===== config.mk =====
export PLATFORM = sky130hd
export DESIGN_NAME = sst_tx_top
export DESIGN_NICKNAME = d
export VERILOG_FILES = /design/src/rtl/sst_pkg.sv /design/src/rtl/sst_clk_sync.sv /design/src/rtl/sst_holdbuf.sv /design/src/rtl/sst_shifter.sv /design/src/rtl/sst_tx_top.sv
export SDC_FILE = /design/constraint.sdc
export NUM_CORES = 1
export LEC_CHECK = 0
export ABC_AREA = 1
export BUFFER_PORTS_ARGS = -buffer_cell sky130_fd_sc_hd__buf_2
export CAP_MARGIN = 40
export CORE_MARGIN = 2
export CORE_UTILIZATION = 33
export DETAILED_ROUTE_END_ITERATION = 12
export PLACE_DENSITY_LB_ADDON = 0.3
export SYNTH_ARGS = -nofsm -noshare
export SYNTH_HDL_FRONTEND = slang
export SYNTH_SLANG_ARGS = --single-unit

===== constraint.sdc =====
create_clock -name clk -period 2.15 [get_ports clk]
set_clock_uncertainty 0.1 [all_clocks]
set_input_delay 0 -clock clk [delete_from_list [all_inputs] [get_ports clk]]
set_output_delay 0 -clock clk [all_outputs]
set_load 0.005 [all_outputs]

===== src/rtl/sst_pkg.sv =====
package sst_pkg;

  localparam int SST_MAX_W = 32;
  localparam int SST_LEN_W = $clog2(SST_MAX_W);
  localparam int SST_CFG_W = SST_LEN_W + 1;

  typedef struct packed {
    logic                 one_shot;
    logic [SST_LEN_W-1:0] len_m1;
  } sst_cfg_t;

  localparam sst_cfg_t SST_CFG_RESET = '{one_shot: 1'b0, len_m1: SST_LEN_W'(7)};

  function automatic sst_cfg_t sst_unpack(input logic [SST_CFG_W-1:0] raw);
    sst_cfg_t c;
    c.one_shot = raw[SST_LEN_W];
    c.len_m1   = raw[SST_LEN_W-1:0];
    return c;
  endfunction

endpackage


===== src/rtl/sst_clk_sync.sv =====
module sst_clk_sync #(
  parameter int STAGES = 2
) (
  input  logic clk,
  input  logic rst,
  input  logic ext_in,
  output logic fall
);

  logic [STAGES-1:0] chain_q;
  logic              prev_q;

  always_ff @(posedge clk) begin
    if (rst) begin
      chain_q <= '0;
      prev_q  <= 1'b0;
    end else begin
      chain_q <= {chain_q[STAGES-2:0], ext_in};
      prev_q  <= chain_q[STAGES-1];
    end
  end

  assign fall = prev_q & ~chain_q[STAGES-1];

  // a detected fall is a one-cycle pulse
  p_fall_single_r10: assert property (@(posedge clk) disable iff (rst)
    fall |=> !fall) else $error("fall pulse longer than one cycle");

endmodule


===== src/rtl/sst_holdbuf.sv =====
module sst_holdbuf #(
  parameter int DATA_W = 32
) (
  input  logic              clk,
  input  logic              rst,
  input  logic              enable,
  input  logic              wr_en,
  input  logic [DATA_W-1:0] wr_data,
  input  logic              take,
  output logic [DATA_W-1:0] hold_q,
  output logic              hold_full,
  output logic              buf_empty
);

  always_ff @(posedge clk) begin
    if (rst) begin
      hold_q    <= '0;
      hold_full <= 1'b0;
      buf_empty <= 1'b0;
    end else if (!enable) begin
      hold_full <= 1'b0;
      buf_empty <= 1'b0;
    end else begin
      if (take) begin
        hold_full <= 1'b0;
        buf_empty <= 1'b1;
      end
      if (wr_en) begin
        hold_q    <= wr_data;
        hold_full <= 1'b1;
        buf_empty <= 1'b0;
      end
    end
  end

  p_flag_clear_on_write_r5: assert property (@(posedge clk) disable iff (rst)
    (enable && wr_en) |=> !buf_empty) else $error("flag set after write");

  p_flag_set_on_take_r5: assert property (@(posedge clk) disable iff (rst)
    (enable && take && !wr_en) |=> buf_empty) else $error("flag missing after take");

  p_disabled_flag_low_r9: assert property (@(posedge clk) disable iff (rst)
    !enable |=> (!buf_empty && !hold_full)) else $error("flag or full kept while disabled");

endmodule


===== src/rtl/sst_shifter.sv =====
module sst_shifter #(
  parameter int DATA_W = 32,
  parameter int CNT_W  = $clog2(DATA_W + 1)
) (
  input  logic              clk,
  input  logic              rst,
  input  logic              enable,
  input  logic              wr_en,
  input  logic [DATA_W-1:0] wr_data,
  input  logic              fall,
  input  logic [DATA_W-1:0] hold_q,
  input  logic              hold_full,
  input  logic [CNT_W-1:0]  word_len,
  input  logic              one_shot,
  output logic              take,
  output logic              sdo
);

  logic [DATA_W-1:0] sh_q;
  logic [CNT_W-1:0]  bits_q;
  logic              en_q;
  logic              word_end;

  assign word_end = (bits_q <= CNT_W'(1));
  assign take     = enable & fall & word_end & hold_full;

  always_ff @(posedge clk) begin
    if (rst) begin
      sh_q   <= '0;
      bits_q <= '0;
      en_q   <= 1'b0;
    end else begin
      en_q <= enable;
      if (!enable) begin
        if (wr_en) begin
          sh_q   <= wr_data;
          bits_q <= word_len;
        end else if (en_q) begin
          sh_q   <= '0;
          bits_q <= '0;
        end
      end else if (fall) begin
        if (!word_end) begin
          sh_q   <= sh_q >> 1;
          bits_q <= bits_q - CNT_W'(1);
        end else if (hold_full) begin
          sh_q   <= hold_q;
          bits_q <= word_len;
        end else begin
          bits_q <= '0;
          if (one_shot) sh_q <= '0;
        end
      end
    end
  end

  assign sdo = sh_q[0];

  p_refill_len_r4: assert property (@(posedge clk) disable iff (rst)
    take |=> (bits_q == $past(word_len))) else $error("refill length wrong");

  p_still_without_fall_r3: assert property (@(posedge clk) disable iff (rst)
    (enable && !fall) |=> $stable(sdo)) else $error("sdo moved without clock edge");

  p_idle_stable_r6: assert property (@(posedge clk) disable iff (rst)
    (enable && bits_q == '0 && !hold_full) |=> $stable(sdo)) else $error("idle line moved");

  p_single_idle_low_r7: assert property (@(posedge clk) disable iff (rst)
    (enable && one_shot && bits_q == '0) |-> !sdo) else $error("single-word idle not low");

endmodule


===== src/rtl/sst_tx_top.sv =====
module sst_tx_top
  import sst_pkg::*;
#(
  parameter int DATA_W      = SST_MAX_W,
  parameter int SYNC_STAGES = 2
) (
  input  logic                 clk,
  input  logic                 rst,
  input  logic                 enable,
  input  logic                 cfg_we,
  input  logic [SST_CFG_W-1:0] cfg_in,
  input  logic                 wr_en,
  input  logic [DATA_W-1:0]    wr_data,
  input  logic                 ext_clk,
  output logic                 sdo,
  output logic                 buf_empty
);

  localparam int CNT_W = $clog2(DATA_W + 1);

  sst_cfg_t          cfg_q;
  logic [CNT_W-1:0]  word_len;
  logic              fall;
  logic              take;
  logic [DATA_W-1:0] hold_q;
  logic              hold_full;

  always_ff @(posedge clk) begin
    if (rst)                    cfg_q <= SST_CFG_RESET;
    else if (cfg_we && !enable) cfg_q <= sst_unpack(cfg_in);
  end

  assign word_len = CNT_W'(cfg_q.len_m1) + CNT_W'(1);

  sst_clk_sync #(.STAGES(SYNC_STAGES)) sync_i (
    .clk(clk), .rst(rst), .ext_in(ext_clk), .fall(fall)
  );

  sst_holdbuf #(.DATA_W(DATA_W)) hold_i (
    .clk(clk), .rst(rst), .enable(enable), .wr_en(wr_en), .wr_data(wr_data),
    .take(take), .hold_q(hold_q), .hold_full(hold_full), .buf_empty(buf_empty)
  );

  sst_shifter #(.DATA_W(DATA_W), .CNT_W(CNT_W)) shift_i (
    .clk(clk), .rst(rst), .enable(enable), .wr_en(wr_en), .wr_data(wr_data),
    .fall(fall), .hold_q(hold_q), .hold_full(hold_full), .word_len(word_len),
    .one_shot(cfg_q.one_shot), .take(take), .sdo(sdo)
  );

  p_cfg_frozen_r8: assert property (@(posedge clk) disable iff (rst)
    enable |=> $stable(cfg_q)) else $error("config changed while enabled");

endmodule


==> results by group <==
Cells and area
  • Non-filler cells, final: 920
  • Final Cell Area: 5380 um2
  • Layout Nets: 791
  • Area growth, synth to finish: 29.0%
  • Share of layout cells above drive strength 1: 11.5%
  • Most common cell after layout, fill and taps aside: nand2_1
  • Most frequent cells in the layout: nand2_1 (205), nor2_1 (116), dfxtp_1 (82), nand3_1 (72), inv_1 (63)
  • Diode count: 0
  • FILL cells: 1352

STA
  • Relative slew slack: 44.6%
  • Setup-failing EPs final: 0
  • Setup total negative slack: 0 ns
  • Min cycle time layout: 1.83 ns
  • Least-Margin Pin Slew: 0.830 ns
  • PnR worst setup slack: 0.317 ns
  • RSZ-0062 raised after global routing: false
  • Hold Violations, Final: 0
  • Fmax: 0.546 GHz
  • Tcrit/Tclk final: 85.3%
  • Final Slew Violations: 0

CTS
  • Clock Latency Late Sink: 0.33 ns
  • Cts repair resizes: 0
  • Num Clock Sinks: 82
  • Post-CTS setup buffer count: 0
  • CTS root buffer: clkbuf_16
  • H-tree lvl count: 3
  • CTS buffer count: 9
  • Clock transition at path regs: 0.06 ns
  • CTS tree: done
  • Clk buf depth: 2

Floorplan
  • Rows: 41
  • # IOs: 46
  • Die X: 116 um
  • Die Footprint: 13500 um2
  • Die span in y: 116 um
  • Starting Density: 33.4%
  • CORE AREA: 12500 um2

Power
  • Maximum vdd drop: 0.469 mV
  • Clock share of power: 40.1%
  • Internal power: 3.04 mW
  • Combinational Power Share: 18.6%
  • Net Switching: 1.12 mW
  • P per Cell Area: 774 nW/um2
  • Sequential power share: 41.3%
  • Leak: 2.59 nW
  • Switching portion of total power: 26.9%

Worst setup path
  • CP endpoint kind: flop
  • Worst-path fanout max: 20
  • Critical path class: primary input to flop
  • Critical Path AT: 2.00 ns
  • Critical Path RT: 2.32 ns
  • CP startpoint kind: primary input
  • Critical path launch point: wr_en
  • Reg2reg start: shift_i.bits_q[0]$_SDFFE_PP0P_
  • Worst reg2reg setup slack: 0.37 ns

Placed design
  • Post-Place Cell Area: 4530 um2
  • Buffers on Ports: 45
  • Worst slack, placed: 0.363 ns
  • GPL Wtd Cong: 0.788
  • DPL Wire Length: 7070 um
  • Inst Count DP: 852

Synthesis
  • Netlist cell types: 30
  • Ys async rst share: 0%
  • Share of the synthesized area in the top cell type: 39.4%
  • Seq/Total Area, Yosys: 39.4%
  • Post-synthesis sequential element count: 82
  • Top cells by area, synth: dfxtp_1 (39%), nand2_1 (18%), nor2_1 (10%)
  • Post-synth top flop: dfxtp_1
  • Synthesized cell area: 4170 um2
  • Syn avg cell area: 6.35 um2
  • Synth Warn #: 0
  • Synth area leader: dfxtp_1
  • Cells after synthesis: 657
  • Post-synth EDFFs: 0
  • Syn nets: 704

Global route
  • Pin count of the biggest net entering global routing: 40
  • First-pass GRT wire length: 18300 um
  • Vias in the first global route: 4028
  • GRT Util Overall: 16.9%
  • Gr ovfl total: 0
  • Initial antenna violation count: 0

Status
  • Status: completed

Route
  • Max Used Layer: met4
  • Drt pass-1 iters: 4
  • # DRC: 0
  • Vias per cell: 4.48
  • Wire per inst: 11.6 um
  • WL met1: 5180 um
  • Met3 WL: 425 um
  • Starting DRT DRC Count: 227
  • Number of routed nets with antenna violations: 0
  • Total wire length: 10700 um
  • Met2 wire length: 4980 um
  • Routed vias: 4124

Flow run
  • Maxcap violations: 0

Worst hold path
  • Hold wc startpoint: cfg_we
  • Worst min-delay path class: primary input to flop
## cell usage after synthesis (all sizes together) (2+ instances only)
library cell / count
nand3: 73
inv: 66
nand4: 4
a21oi: 19
dfxtp: 82
ha: 3
clkbuf: 15
nand2: 208
xor2: 2
nor3: 2
nor2: 120
buf: 22
o21ai: 35
## layer usage
metal	track usage, %	vias up
met4	4.44	0
li1	-	2199
met5	0	-
met3	3.43	10
met1	21.7	1836
met2	28.8	79
## cell type report
class | instances | area (um2) | share of cell area, %
Tap cell | 172 | 215 | 4.00
Sequential cell | 82 | 1640 | 30.5
Multi-Input combinational cell | 472 | 2060 | 38.3
Inverter | 66 | 248 | 4.61
Clock inverter | 2 | 60.1 | 1.12
Timing Repair Buffer | 113 | 893 | 16.6
Clock buffer | 13 | 260 | 4.84
## cell families after synthesis
| group | after synthesis | share of synthesized area (%) |
|---|---|---|
| buffers and inverters | 103 | 11.2 |
| AO/OA/AOI/OAI | 57 | 7.02 |
| XOR/XNOR | 3 | 0.630 |
| flip-flops | 82 | 39.4 |
| adder cells (fa/ha/maj) | 3 | 0.900 |
| AND/OR/NAND/NOR | 409 | 40.8 |
## power groups by stage
| stage | clock network, mW | registers (mW) | logic [mW] |
|---|---|---|---|
| 5_1_grt | 1.77 | 1.73 | 0.897 |
| 3_5_place_dp | 0 | 1.75 | 0.704 |
| 4_1_cts | 1.71 | 1.72 | 0.780 |
| 2_1_floorplan | 0 | 1.73 | 0.547 |
| 6_report | 1.67 | 1.72 | 0.774 |
| 3_3_place_gp | 0 | 1.75 | 0.689 |
## stage by stage
stage	utilization, %	hold WS, ns	total power, mW
floorplan	-	-0.0309	2.28
global placement	36.3	0.114	2.43
detailed placement	36.3	0.112	2.46
CTS	43.1	0.00422	4.20
global route	43.1	0.0372	4.40
finish	43.1	0.00882	4.16
## repair_timing
action                                  4_1_cts  5_1_grt
hold buffers                                 53        0
endpoints found under the setup margin        0        0
hold endpoints to repair                     75        0
## worst max-delay path, stage by stage
cell	delay, ns
dlygate4sd3_1	0.52
buf_2	0.14
inv_1	0.07
nor2_2	0.63
buf_4	0.34
nand2_1	0.08
nand3_1	0.08
nor2_1	0.05
nor2_1	0.08
## worst paths after layout
kind	depth (start not counted)	end
worst max register to register	9	shift_i.sh_q[5]$_SDFFE_PP0P_
worst min-delay path	4	cfg_q[2]$_SDFFE_PP1P_
worst max-delay path	9	shift_i.sh_q[12]$_SDFFE_PP0P_
worst min register to register	2	sync_i.chain_q[1]$_SDFF_PP0_
## registers in the layout, summed over array words and instances (netlist names)
| name | count |
|---|---|
| hold_i.hold_q | 32 |
| shift_i.bits_q | 6 |
| hold_i.buf_empty | 1 |
| hold_i.hold_full | 1 |
| shift_i.sh_q | 32 |
| cfg_q | 6 |
| shift_i.en_q | 1 |
| sync_i.prev_q | 1 |
| sync_i.chain_q | 2 |
Power figures use the tool's default switching activity.
